`src/rtl/dpc_pkg.sv`:
```
// Shared types and command codes for the DAC power mode controller.
// Assumes the command codes arrive already aligned from the serial unit.
package dpc_pkg;

    typedef enum logic [1:0] {
        PM_NORMAL   = 2'd0,
        PM_STANDBY  = 2'd1,
        PM_SHUTDOWN = 2'd2
    } pm_mode_t;

    localparam logic [3:0] OP_LOAD_IN  = 4'b0001;
    localparam logic [3:0] OP_UPDATE   = 4'b1000;
    localparam logic [3:0] OP_LOAD_ALL = 4'b1001;
    localparam logic [3:0] OP_STANDBY  = 4'b1100;
    localparam logic [3:0] OP_RESUME   = 4'b1101;
    localparam logic [3:0] OP_SHUTDOWN = 4'b1110;

    typedef struct packed {
        logic wake;
        logic to_standby;
        logic to_shutdown;
        logic ref_load;
    } pm_req_t;

endpackage

```
`src/rtl/dpc_cmd_decode.sv`:
```
// Classifies a strobed command code into power requests.
// Assumes: at most one request class per code; unlisted codes yield none.
module dpc_cmd_decode
    import dpc_pkg::*;
(
    input  logic       cmd_valid,
    input  logic [3:0] cmd_code,
    output pm_req_t    req
);

    // Map the code to request flags, gated by the strobe.
    always_comb begin
        req = '0;
        if (cmd_valid) begin
            case (cmd_code)
                OP_LOAD_IN, OP_UPDATE, OP_LOAD_ALL: req.wake = 1'b1;
                OP_RESUME: begin
                    req.wake     = 1'b1;
                    req.ref_load = 1'b1;
                end
                OP_STANDBY: begin
                    req.to_standby = 1'b1;
                    req.ref_load   = 1'b1;
                end
                OP_SHUTDOWN: begin
                    req.to_shutdown = 1'b1;
                    req.ref_load    = 1'b1;
                end
                default: req = '0;
            endcase
        end
    end

endmodule

```
`src/rtl/dpc_mode_fsm.sv`:
```
// Holds the power mode and applies the guarded transitions.
// Assumes requests are mutually exclusive; standby is reachable only
// from normal. Flags a wake-up start whenever normal is re-entered.
module dpc_mode_fsm
    import dpc_pkg::*;
(
    input  logic     clk,
    input  logic     rst_n,
    input  pm_req_t  req,
    output pm_mode_t mode,
    output logic     wake_start,
    output logic     wake_from_sd
);

    // Mode register with the standby guard.
    always_ff @(posedge clk) begin
        if (!rst_n) begin
            mode <= PM_NORMAL;
        end else if (req.to_shutdown) begin
            mode <= PM_SHUTDOWN;
        end else if (req.to_standby && (mode == PM_NORMAL)) begin
            mode <= PM_STANDBY;
        end else if (req.wake) begin
            mode <= PM_NORMAL;
        end
    end

    // A wake counts only when leaving a low-power mode.
    always_comb begin
        wake_start   = req.wake && (mode != PM_NORMAL);
        wake_from_sd = (mode == PM_SHUTDOWN);
    end

endmodule

```
`src/rtl/dpc_wake_timer.sv`:
```
// Down-counter for the settling time after a return to normal.
// Assumes both delays are at least 1 cycle; the count is reloaded on every start.
module dpc_wake_timer #(
    parameter int SD_CYC = 400,
    parameter int SB_CYC = 30
) (
    input  logic clk,
    input  logic rst_n,
    input  logic start,
    input  logic from_sd,
    output logic expired
);

    localparam int MAX_CYC = (SD_CYC > SB_CYC) ? SD_CYC : SB_CYC;
    localparam int CW      = $clog2(MAX_CYC + 1);

    logic [CW-1:0] cnt;

    // Load the delay for the mode being left, otherwise count down to zero.
    always_ff @(posedge clk) begin
        if (!rst_n) begin
            cnt <= '0;
        end else if (start) begin
            cnt <= from_sd ? CW'(SD_CYC) : CW'(SB_CYC);
        end else if (cnt != '0) begin
            cnt <= cnt - 1'b1;
        end
    end

    // Expired when no settling time remains.
    always_comb expired = (cnt == '0);

endmodule

```
`src/rtl/dac_power_ctrl.sv`:
```
// Power mode controller for a DAC with a programmable internal reference.
// Assumes one strobe per serial frame; drives the enables, the reference
// level and the output-valid flag. The serial path is not touched here.
module dac_power_ctrl
    import dpc_pkg::*;
#(
    parameter int SD_WAKE_CYC = 400,
    parameter int SB_WAKE_CYC = 30
) (
    input  logic       clk,
    input  logic       rst_n,
    input  logic       cmd_valid,
    input  logic [3:0] cmd_code,
    input  logic [1:0] ref_bits,
    output logic       buf_en,
    output logic       ref_en,
    output logic [1:0] ref_sel,
    output logic       out_valid
);

    pm_req_t  req;
    pm_mode_t mode;
    logic     wake_start;
    logic     wake_from_sd;
    logic     settled;

    dpc_cmd_decode u_dec (
        .cmd_valid (cmd_valid),
        .cmd_code  (cmd_code),
        .req       (req)
    );

    dpc_mode_fsm u_fsm (
        .clk          (clk),
        .rst_n        (rst_n),
        .req          (req),
        .mode         (mode),
        .wake_start   (wake_start),
        .wake_from_sd (wake_from_sd)
    );

    dpc_wake_timer #(
        .SD_CYC (SD_WAKE_CYC),
        .SB_CYC (SB_WAKE_CYC)
    ) u_tmr (
        .clk     (clk),
        .rst_n   (rst_n),
        .start   (wake_start),
        .from_sd (wake_from_sd),
        .expired (settled)
    );

    // Reference level register, loaded by the mode-setting codes.
    always_ff @(posedge clk) begin
        if (!rst_n) begin
            ref_sel <= 2'b00;
        end else if (req.ref_load) begin
            ref_sel <= ref_bits;
        end
    end

    // Enables follow the mode; valid needs normal mode and a finished count.
    always_comb begin
        buf_en    = (mode == PM_NORMAL);
        ref_en    = (mode != PM_SHUTDOWN);
        out_valid = buf_en && settled;
    end

endmodule

```
`config.mk`:
```
export PLATFORM = sky130hd
export DESIGN_NAME = dac_power_ctrl
export DESIGN_NICKNAME = d
export VERILOG_FILES = /design/src/rtl/dpc_pkg.sv /design/src/rtl/dpc_cmd_decode.sv /design/src/rtl/dpc_mode_fsm.sv /design/src/rtl/dpc_wake_timer.sv /design/src/rtl/dac_power_ctrl.sv
export SDC_FILE = /design/constraint.sdc
export NUM_CORES = 1
export LEC_CHECK = 0
export ABC_AREA = 1
export CORE_MARGIN = 4
export CORE_UTILIZATION = 46
export CTS_CLUSTER_DIAMETER = 120
export DETAILED_ROUTE_END_ITERATION = 16
export PLACE_DENSITY = 0.73
export SYNTH_ARGS = -nofsm -noshare
export SYNTH_HDL_FRONTEND = slang
export SYNTH_SLANG_ARGS = --single-unit
```
`constraint.sdc`:
```
create_clock -name clk -period 1.8 [get_ports clk]
set_input_delay 0.27 -clock clk [delete_from_list [all_inputs] [get_ports clk]]
set_output_delay 0.27 -clock clk [all_outputs]
set_load 0.02 [all_outputs]
```
* Word-level counts from Yosys, hierarchy flattened
Cells that the tools add are included.
** Storage, ports and cells
- Bits in registers :: 13
- Input bits :: 9
- Logic and storage cells :: 38
** Cells by class
- Add/sub/neg operators :: 1
- Equality and inequality tests :: 8
- Muxes and demuxes :: 11
- Bitwise operators :: 1
- Reduce and logical (&&, ||, !) cells :: 13
** Operators by type and width (number)
- 2-to-1 mux 9 bit :: 3
- == test 4 bit (second input constant) :: 5
- logical NOT 9 bit :: 1
- nonzero test 9 bit :: 1
- subtractor 9 x 1 -> 9 bit (second input constant) :: 1
- 2-to-1 mux 2 bit :: 3
- nonzero test 2 bit :: 3
- == test 4 x 1 -> 1 bit (second input constant) :: 1
- 2-to-1 mux 1 bit :: 4
- 2-to-1 mux 4 bit :: 1
- OR reduction 4 bit :: 1
- logical AND 1 bit :: 3
- nonzero test 3 bit :: 1
- OR reduction 3 bit :: 1
- == test 2 bit (second input constant) :: 1
- logical NOT 2 bit :: 1
- != test 2 bit (second input constant) :: 1
- OR reduction 2 bit :: 1
- inverter 1 bit :: 1

* Logic depth before layout (Yosys ltp)
Gate-level depths: netlist (run 1).
- Depth in word-level cells :: 7
- Depth in mapped cells :: 10
- Gate-level depth less buffers :: 10

* Hierarchy
A second synthesis (run 1) with hierarchy kept.
** Second synthesis, totals
- Cells, all modules :: 121
- Area, all modules :: 775.7 µm²
** Modules (own cells, without submodules)
- dpc_wake_timer :: times used 1, cells each 77, area each 510.5 µm², sequential area each 180.2 µm²
- dac_power_ctrl :: times used 1, cells each 16, area each 101.3 µm², sequential area each 40.0 µm²
- dpc_mode_fsm :: times used 1, cells each 14, area each 96.3 µm², sequential area each 40.0 µm²
- dpc_cmd_decode :: times used 1, cells each 14, area each 67.6 µm², sequential area each 0.0 µm²

* Least setup slack after synthesis (run 1)
Ideal clock, no wire load.
- Path kind :: reg2out
- From :: register u_tmr.cnt[0]
- To :: output out_valid
- Arrival time :: 1.174 ns
- Data required time :: 1.530 ns
- Slack :: 0.356 ns
- Cell stages (with the launch flop) :: 7
- Buffers on the path :: 0
- Cell sequence :: dfxtp_1 > inv_1 > ha_1 > nand2_2 > nor2_2 > nand2_2 > nor2_1
** On the way
- Longest elaborated chain between the ends :: 2
** Ends and longest elaborated chain
- from (decl) :: line dpc_wake_timer.sv:17 : logic [CW-1:0] cnt;
- from (signal assigned) :: line dpc_wake_timer.sv:24 : cnt <= from_sd ? CW'(SD_CYC) : CW'(SB_CYC);
- from (signal assigned) :: line dpc_wake_timer.sv:26 : cnt <= cnt - 1'b1;
- logical NOT 9 bit :: line dpc_wake_timer.sv:31 : always_comb expired = (cnt == '0);
- logical AND 1 bit :: line dac_power_ctrl.sv:66 : out_valid = buf_en && settled;
- to (decl) :: line dac_power_ctrl.sv:18 : output logic out_valid
No other way between the ends.

* Final worst setup path (run 1)
Ends and elaborated chain as after synthesis.

==> results of run 1 <==
[kinds of logic (layout without fill, tap and decap cells)]
logic type | Yosys count | count (layout)
simple gates | 67 | 67
buf+inv | 19 | 39
compound gates | 13 | 13
flops | 13 | 13
fa+ha+maj | 1 | 1
xor+xnor | 1 | 1
[report_power, final]
group / internal (mW) / switching (mW) / total (mW)
Clock: 0.0862 / 0.105 / 0.191
Sequential: 0.379 / 0.0722 / 0.451
Combinational: 0.366 / 0.485 / 0.851
Total: 0.832 / 0.662 / 1.49
[layout by cell type (no fill, tap or decap)]
master / netlist / layout
inv_2: 1 / 1
nand2_1: 25 / 25
or2_1: 1 / 1
o21ai_0: 6 / 6
nand3_4: 1 / 1
nor3_1: 2 / 2
and3_1: 1 / 1
dlygate4sd2_1: 0 / 1
nand3_1: 10 / 10
clkinv_4: 1 / 1
nand2_2: 3 / 3
dfxtp_1: 13 / 13
ha_1: 1 / 1
inv_1: 16 / 16
a21oi_1: 6 / 6
clkbuf_2: 0 / 1
clkbuf_1: 0 / 1
nor2_1: 21 / 21
a31oi_1: 1 / 1
nor2_2: 2 / 2
clkbuf_4: 0 / 3
nand2_4: 1 / 1
clkdlybuf4s50_1: 0 / 11
buf_4: 0 / 4
xnor2_1: 1 / 1
[flip-flops by register name (all words and copies together), names as in the netlist]
register and count:
u_fsm.mode 2, u_tmr.cnt 9, ref_sel 2
[stage by stage]
stage          power [mW]  cell area, um^2  std cells  hold slack [ns]  util, %
6_report            1.494            925.9        150           0.4662    60.76
3_5_place_dp        1.322            905.9        146           0.4601    59.44
5_1_grt             1.639            925.9        150           0.4884    60.76
4_1_cts             1.512            930.9        150           0.4720    61.08
3_3_place_gp        1.306            905.9        146           0.4530    59.44
2_1_floorplan       1.076            745.7        114           0.4346        -
[worst reg2reg max path: stages (launching register included)]
cell,delay (ns)
dfxtp_1,0.34
inv_1,0.05
ha_1,0.22
nand2_2,0.09
nor2_2,0.05
nand2_2,0.05
buf_4,0.15
clkinv_4,0.07
nand2_4,0.09
inv_2,0.03
nor2_1,0.09
nor2_1,0.04
[final timing paths]
kind | startpoint | to | slack (ns) | cells past startpoint
worst max-delay path | u_tmr.cnt[0]$_SDFFE_PN0P_ | out_valid | 0.15 | 7
worst min-delay path | u_tmr.cnt[0]$_SDFFE_PN0P_ | u_tmr.cnt[0]$_SDFFE_PN0P_ | 0.47 | 2
worst max register to register | u_tmr.cnt[0]$_SDFFE_PN0P_ | u_tmr.cnt[1]$_SDFFE_PN0P_ | 0.45 | 11
worst min register to register | u_tmr.cnt[0]$_SDFFE_PN0P_ | u_tmr.cnt[0]$_SDFFE_PN0P_ | 0.47 | 2
[cell type report]
type | instances | area, um^2 | share of cell area [%]
clock buffer | 4 | 26.28 | 2.838
inverter | 18 | 72.57 | 7.838
multi-input combinational | 82 | 392.9 | 42.43
sequential | 13 | 260.3 | 28.11
tap | 16 | 20.02 | 2.162
timing repair buffer | 17 | 153.9 | 16.62
[routing by layer]
layer | share of wire [%] | GRT usage (%) | up-vias
li1 | - | - | 396
met1 | 47 | 21.76 | 337
met2 | 46 | 23.44 | 15
met3 | 4.2 | 4.059 | 7
met4 | 2.4 | 9.677 | 0
met5 | 0 | 0 | -
==> summary.md, run 1 <==
| Metric | Value |
|---|---|
| CTS tree | built |
| Cts hold-fix bufs | 0 |
| Top cells by area, synth | dfxtp_1 (35%), nand2_1 (13%), nor2_1 (11%), inv_1 (8.1%), nand3_1 (6.7%) |
| Cell Rows | 14 |
| Largest net degree at the start of global routing | 11 |
| Post-synth ARST share | 0% |
| Worst Tran Pin Value | 0.3182 ns |
| Final clock skew | 0.003773 ns |
| IO buf count | 13 |
| GRT overflow | 0 |
| Post-Synth Adder-Cell Area | between 1.5 and 2% |
| Final #Nets | roughly 150 |
| Starting Density | 48.93% |
| Mapped Area | 745.7 um^2 |
| Via density | between 5 and 6 |
| Synthesized net count | 124 |
| Max Cap Viol | 0 |
| Post-CTS Setup Bufs | 0 |
| Final setup viols | 0 |
| Post-Place Setup Slack | 0.01958 ns |
| Layout cells sized above 1 | 12.69% |
| Worst endpoint required time | roughly 1.5 ns |
| Number of enable flip-flop cells after synthesis | 0 |
| Sequential area share after synthesis | 34.90% |
| N_diodes | 0 |
| Clk Latency, worst-skew pair | 0.29 ns |
| Status | finished clean |
| Total negative slack | 0 ns |
| Crit-path cells | inv_1 > ha_1 > nand2_2 > nor2_2 > nand2_2 > nor2_1 > clkbuf_2 |
| Simple-gate area share of the yosys netlist | roughly two fifths |
| Max Clock Freq | 605.0 MHz |
| Max-slew violation count | 0 |
| Vias in the first global route | 597 |
| CP arrival | roughly 1.4 ns |
| DRC | 0 |
| Element type at the critical path end | output pin |
| Cell mode on critical path | nand2_2 |
| Register bit count reported by yosys | 13 |
| Pwr per Cell Area | 1613 nW/um^2 |
| Wire per inst | 10.69 um |
| Largest family of logic cells by synthesized area | simple AND/OR/NAND/NOR gates |
| Hold crit path type | reg -> reg |
| First-pass GRT wire length | 2608 um |
| Largest area contributor in the netlist | dfxtp_1 |
| Multiplexer share of the synthesized area | 0% |
| Gpl congestion | 0.8161 |
| CTS Buf Count | 3 |
| Crit start category | flip-flop |
| Fin crit period | 1.653 ns |
| Die X | 48.27 um |
| Synth cell count leaders | nand2_1 (25), nor2_1 (21), inv_1 (16) |
| Main synth FF type | dfxtp_1 |
| Top cell family by delay on the critical path | simple AND/OR/NAND/NOR gates |
| Crit Path Class | reg -> out |
| Syn Inst Count | 114 |
| Detailed Route WL | ~1600 um |
| Maximum VDD drop | 0.0008183 V |
| Leak | 0.4412 nW |
| Worst-case clock buffer depth | 2 |
| PnR worst setup slack | 0.1471 ns |
| Distinct cells, synth | 20 |
| Most instantiated library cell after synthesis | nand2_1 |
| Sink Count | 13 |
| Final HPWL DP | 1229 um |
| Drt pass-1 iters | 4 |
| Slowest Stage Delay on Critical Path | approximately 0.32 ns |
| Number of H-tree levels | 1 |
| Yosys warnings | 0 |
| Period utilization | slightly above 90% |
| Clk pin slew, worst setup/hold paths | 0.08 ns |
| Vias | 755 |
| First DRT Iteration DRCs | 8 |
| Buf/Inv on CP | 2 |
| Post-CTS resize count | 3 |
| Filler cell count | ~140 |
| Area delta synth->final | 24.16% |
| Die area | 2330 um^2 |
| Initial antenna violation count | 0 |
| Die height | 48.27 um |
| XOR/XNOR Fraction of Synth Area | 1.174% |
| All-layer global routing usage | 16.32% |
| Root Buffer | clkbuf_4 |
| Critical Path Slowest Stage Cell | dfxtp_1 |
| Core area | between 1500 and 2000 um^2 |
| Synth Area per Inst | 6.541 um^2 |
| Max transition margin | 78.72% |
| Ports | 14 |
| CP max FO | 2 |
| Post-synth top area share | between 30% and 40% |
| Routed Antenna Nets | 0 |
| RSZ-0062 raised after global routing | false |
| Synth Area in Compound Gates | 8.893% |
| Final Hold Vio Count | 0 |
Power figures use the tool's default switching activity.
==> inputs of run 2 (changes only) <==
Settings changed: SETUP_SLACK_MARGIN set to 0.15.
==> summary.md, run 2 (synthesized netlist as in run 1, its figures left out) <==
| Metric | Value |
|---|---|
| Die X | 48.27 um |
| Util after Layout | 61.58% |
| CTS Buf Count | 3 |
| Max Clock Freq | 620.5 MHz |
| Detailed Route WL | between 1500 and 2000 um |
| Filler cell count | 134 |
| DP Area | around 910 um^2 |
| Layout cells sized above 1 | 13.43% |
| Worst-case clock buffer depth | 2 |
| Worst endpoint required time | 1.53 ns |
| PnR worst setup slack | 0.1885 ns |
| Overall power | between 1.5 and 2 mW |
| Sequential power share | 29.5% |
| CP arrival | 1.34 ns |
| Crit start category | flip-flop |
| RSZ-0062 raised after global routing | true |
| Status | finished clean |
| DRC | 0 |
| Internal power | 0.8518 mW |
| Period utilization | 89.53% |
| Largest net degree at the start of global routing | 11 |
| Hold crit path type | reg -> reg |
| Flop2flop setup slack | 0.49 ns |
| N_diodes | 0 |
| IO buf count | 13 |
| Via density | 5.087 |
| Hold path depth | 2 |
| Largest registers | u_tmr.cnt (9), ref_sel (2), u_fsm.mode (2) |
| Element type at the critical path end | output pin |
| Cell Rows | 14 |
| Area delta synth->final | 25.84% |
| CTS tree | built |
| Initial antenna violation count | 0 |
| Leak | about 0.44 nW |
| Total negative slack | 0 ns |
| Vias in the first global route | 596 |
| Post-layout instance area | 938.4 um^2 |
| Final HPWL DP | about 1200 um |
| Maximum VDD drop | slightly above 0.0008 V |
| Die height | 48.27 um |
| Hold Startpoint | u_tmr.cnt[0]$_SDFFE_PN0P_ |
| Fin crit period | around 1.6 ns |
| Post-CTS Setup Bufs | 0 |
| Worst Tran Pin Value | 0.3178 ns |
| Max transition margin | between 70% and 80% |
| All-layer global routing usage | 16.24% |
| Register area | around 260 um^2 |
| Hold WS | 0.4656 ns |
| Die area | 2330 um^2 |
| GRT overflow | 0 |
| Max Cap Viol | 0 |
| Wire per inst | around 11 um |
| First-pass GRT wire length | roughly 2600 um |
| Dpl cells | 146 |
| Sink Count | 13 |
| First DRT Iteration DRCs | 7 |
| Vias | between 700 and 800 |
| Clk Latency, worst-skew pair | between 0.2 and 0.3 ns |
| Multi-input gate area | 400.4 um^2 |
| NetSw | just under 0.7 mW |
| Switching Fraction | roughly 44% |
| Capture point of the worst reg-to-reg path | u_tmr.cnt[1]$_SDFFE_PN0P_ |
| CP max FO | 3 |
| Final Hold Vio Count | 0 |
| Final clock skew | 0.002899 ns |
| Final setup viols | 0 |
| Drt pass-1 iters | 4 |
| Worst r2r path cells | 11 |
| Post-route insts no fill | 150 |
| Clk pin slew, worst setup/hold paths | approximately 0.090 ns |
| Pwr per Cell Area | ~1600 nW/um^2 |
| Routed Antenna Nets | 0 |
| Starting Density | approximately 50% |
| Largest register by flop count | u_tmr.cnt |
| Final #Nets | 145 |
| Crit Path Class | reg -> out |
| Gate power share | 58.0% |
| Hold path endpoint | u_tmr.cnt[0]$_SDFFE_PN0P_ |
| Most common library cell in the layout ignoring fill and taps | nand2_1 |
| Post-Place Setup Slack | between 0.015 and 0.02 ns |
| Most frequent cells in the layout | nand2_1 (25), nor2_1 (21), inv_1 (16) |
| RR Startpoint | u_tmr.cnt[0]$_SDFFE_PN0P_ |
| Root Buffer | clkbuf_4 |
| Number of H-tree levels | 1 |
| Max reg flops | 9 |
| Max-slew violation count | 0 |
| Cts hold-fix bufs | 0 |
| Clk pwr share | 12.5% |
| Core area | 1524 um^2 |
| Gpl congestion | 0.8161 |
| Ports | 14 |
run 2: metal layers:
layer	up-vias	GRT usage, %	routed length [um]	part of all wire (%)
li1	397	-	-	-
met1	342	21.54	761	48
met2	19	23.44	728	46
met3	5	4.059	72	4.5
met4	0	9.677	36	2.3
met5	-	0	0	0
run 2: area by class of cell:
class,count,area share [%]
multi-input cells,82,42.67
flip-flops and latches,13,27.73
repair buffers,17,16.93
inverters,18,7.733
clock buffers,4,2.800
well taps,16,2.133
run 2: critical path: stages (launching register included):
cell and delay, ns:
dfxtp_1 0.33, or2_1 0.30, inv_1 0.09, dlygate4sd2_1 0.34
run 2: timing repair:
| action | in CTS | in global routing |
|---|---|---|
| endpoints found under the setup margin | 2 | 2 |
| resized for setup | 6 | 3 |
| pin swaps | 0 | 2 |
run 2: power by group through the flow:
| stage | registers [mW] | logic [mW] | clock network (mW) |
|---|---|---|---|
| after global placement | 0.453 | 0.853 | 0 |
| after floorplan | 0.442 | 0.634 | 0 |
| final | 0.452 | 0.889 | 0.192 |
| after global routing | 0.466 | 1.00 | 0.210 |
| after detailed placement | 0.456 | 0.866 | 0 |
| after CTS | 0.451 | 0.867 | 0.196 |
run 2: worst max path at each step:
| stage | start | endpoint | cells past startpoint |
|---|---|---|---|
| 2_1_floorplan | u_tmr.cnt[0]$_SDFFE_PN0P_ | out_valid | 6 |
| 3_3_place_gp | u_tmr.cnt[0]$_SDFFE_PN0P_ | out_valid | 7 |
| 3_5_place_dp | u_tmr.cnt[0]$_SDFFE_PN0P_ | out_valid | 7 |
| 4_1_cts | u_tmr.cnt[0]$_SDFFE_PN0P_ | out_valid | 7 |
| 5_1_grt | u_tmr.cnt[0]$_SDFFE_PN0P_ | out_valid | 7 |
| 6_report | u_fsm.mode[1]$_SDFFE_PN0P_ | buf_en | 3 |
==> inputs of run 3 (changes only) <==
Settings changed: GPL_TIMING_DRIVEN set to 0, SLEW_MARGIN set to 20.
==> summary.md, run 3 (synthesized netlist as in run 1, its figures left out) <==
| Metric | Value |
|---|---|
| Wire per inst | 11.33 um |
| Worst Tran Pin Value | 0.2570 ns |
| Most frequent cells in the layout | nand2_1 (25), nor2_1 (19), inv_1 (14) |
| Max Clock Freq | 629.0 MHz |
| Period utilization | 88.33% |
| Register area | 260.3 um^2 |
| N_diodes | 0 |
| Pwr per Cell Area | 1674 nW/um^2 |
| Final Hold Vio Count | 0 |
| Most common library cell in the layout ignoring fill and taps | nand2_1 |
| CP arrival | 1.32 ns |
| CTS Buf Count | 3 |
| Fin crit period | 1.590 ns |
| Area delta synth->final | 27.52% |
| Via density | roughly 5.1 |
| Drt pass-1 iters | 4 |
| Core area | 1524 um^2 |
| Gate power share | between 50% and 60% |
| Vias | 747 |
| Die X | between 40 and 50 um |
| Dpl cells | 142 |
| Clk pwr share | 11.7% |
| Clk Latency, worst-skew pair | 0.28 ns |
| All-layer global routing usage | 16.79% |
| Gpl congestion | roughly 0.9 |
| IO buf count | 12 |
| Final #Nets | between 100 and 150 |
| RSZ-0062 raised after global routing | false |
| DRC | 0 |
| Root Buffer | clkbuf_4 |
| Clk pin slew, worst setup/hold paths | 0.09 ns |
| GRT overflow | 0 |
| Max transition margin | 82.68% |
| Crit Path Class | reg -> out |
| Final HPWL DP | 1257 um |
| Starting Density | about half |
| Leak | 0.4381 nW |
| Multi-input gate area | about 430 um^2 |
| Initial antenna violation count | 0 |
| Sequential power share | 28.7% |
| Final setup viols | 0 |
| Worst-case clock buffer depth | 2 |
| Largest registers | u_tmr.cnt (9), ref_sel (2), u_fsm.mode (2) |
| Post-route insts no fill | 147 |
| Hold WS | 0.2335 ns |
| CTS tree | built |
| Status | finished clean |
| Sink Count | 13 |
| Routed Antenna Nets | 0 |
| NetSw | 0.7279 mW |
| Maximum VDD drop | 0.0008805 V |
| Ports | 14 |
| First DRT Iteration DRCs | 12 |
| Die area | between 2000 and 2500 um^2 |
| Crit start category | flip-flop |
| CP max FO | 4 |
| Largest register by flop count | u_tmr.cnt |
| Number of H-tree levels | 1 |
| Internal power | 0.8641 mW |
| Die height | 48.27 um |
| Detailed Route WL | 1666 um |
| Cell Rows | 14 |
| Filler cell count | 141 |
| Worst endpoint required time | 1.53 ns |
| Layout cells sized above 1 | 16.03% |
| Max-slew violation count | 0 |
| Largest net degree at the start of global routing | 11 |
| Max reg flops | 9 |
| Max Cap Viol | 0 |
| Vias in the first global route | 652 |
| First-pass GRT wire length | 2711 um |
| Final clock skew | 0.003906 ns |
| Switching Fraction | 45.72% |
| Flop2flop setup slack | 0.43 ns |
| Hold crit path type | in -> reg |
| Element type at the critical path end | output pin |
run 3: worst max-delay path, cell delays in order, from the launching register on:
cell     delay, ns
dfxtp_1       0.31
inv_2         0.08
ha_4          0.15
nand2_2       0.08
nor2_4        0.12
nand2_4       0.07
nor2_4        0.09
buf_6         0.12
run 3: power groups by stage:
| stage | clock [mW] | combinational, mW | sequential (mW) |
|---|---|---|---|
| after floorplan | 0 | 0.634 | 0.442 |
| after CTS | 0.192 | 0.795 | 0.450 |
| after global placement | 0 | 0.782 | 0.454 |
| final | 0.187 | 0.949 | 0.456 |
| after detailed placement | 0 | 0.805 | 0.457 |
| after global routing | 0.207 | 1.04 | 0.468 |
run 3: final cells by class:
type                       count  area share (%)
buffer                         1           2.105
tap                           16           2.105
clock buffer                   4           2.763
multi-input combinational     82           44.74
inverter                      18           7.632
timing repair buffer          13           13.29
sequential                    13           27.37
run 3: stage by stage:
step	setup TNS [ns]	util [%]	total power [mW]	instance area [um^2]	setup slack (ns)
after floorplan	0	-	1.076	745.7	0.3559
final	0	62.40	1.592	950.9	0.2100
after global placement	-0.1605	58.13	1.236	885.9	-0.1605
after global routing	0	62.40	1.716	950.9	0.1542
after CTS	0	59.61	1.437	908.4	0.0004613
after detailed placement	-0.1553	58.13	1.262	885.9	-0.1553
run 3: per-layer routing:
layer / share of wire [%] / wire length (um) / GRT usage, %
met1: 45 / 745 / 20.97
met2: 47 / 789 / 24.48
met3: 6.1 / 102 / 6.642
met4: 1.7 / 29 / 9.140
met5: 0 / 0 / 0
run 3: path summary, 6_finish.rpt:
check | endpoint | cells after the start | startpoint
max | out_valid | 7 | u_tmr.cnt[1]$_SDFFE_PN0P_
min | u_tmr.cnt[2]$_SDFFE_PN0P_ | 3 | rst_n
max reg2reg | u_tmr.cnt[1]$_SDFFE_PN0P_ | 11 | u_tmr.cnt[0]$_SDFFE_PN0P_
min reg2reg | u_fsm.mode[1]$_SDFFE_PN0P_ | 2 | u_fsm.mode[1]$_SDFFE_PN0P_
run 3: what timing repair did:
item / 4_1_cts / 5_1_grt
buffers inserted: 0 / 1
endpoints found under the setup margin: 2 / 3
gates resized for setup: 6 / 13
pin swaps: 0 / 3
hold buffers: 0 / 0
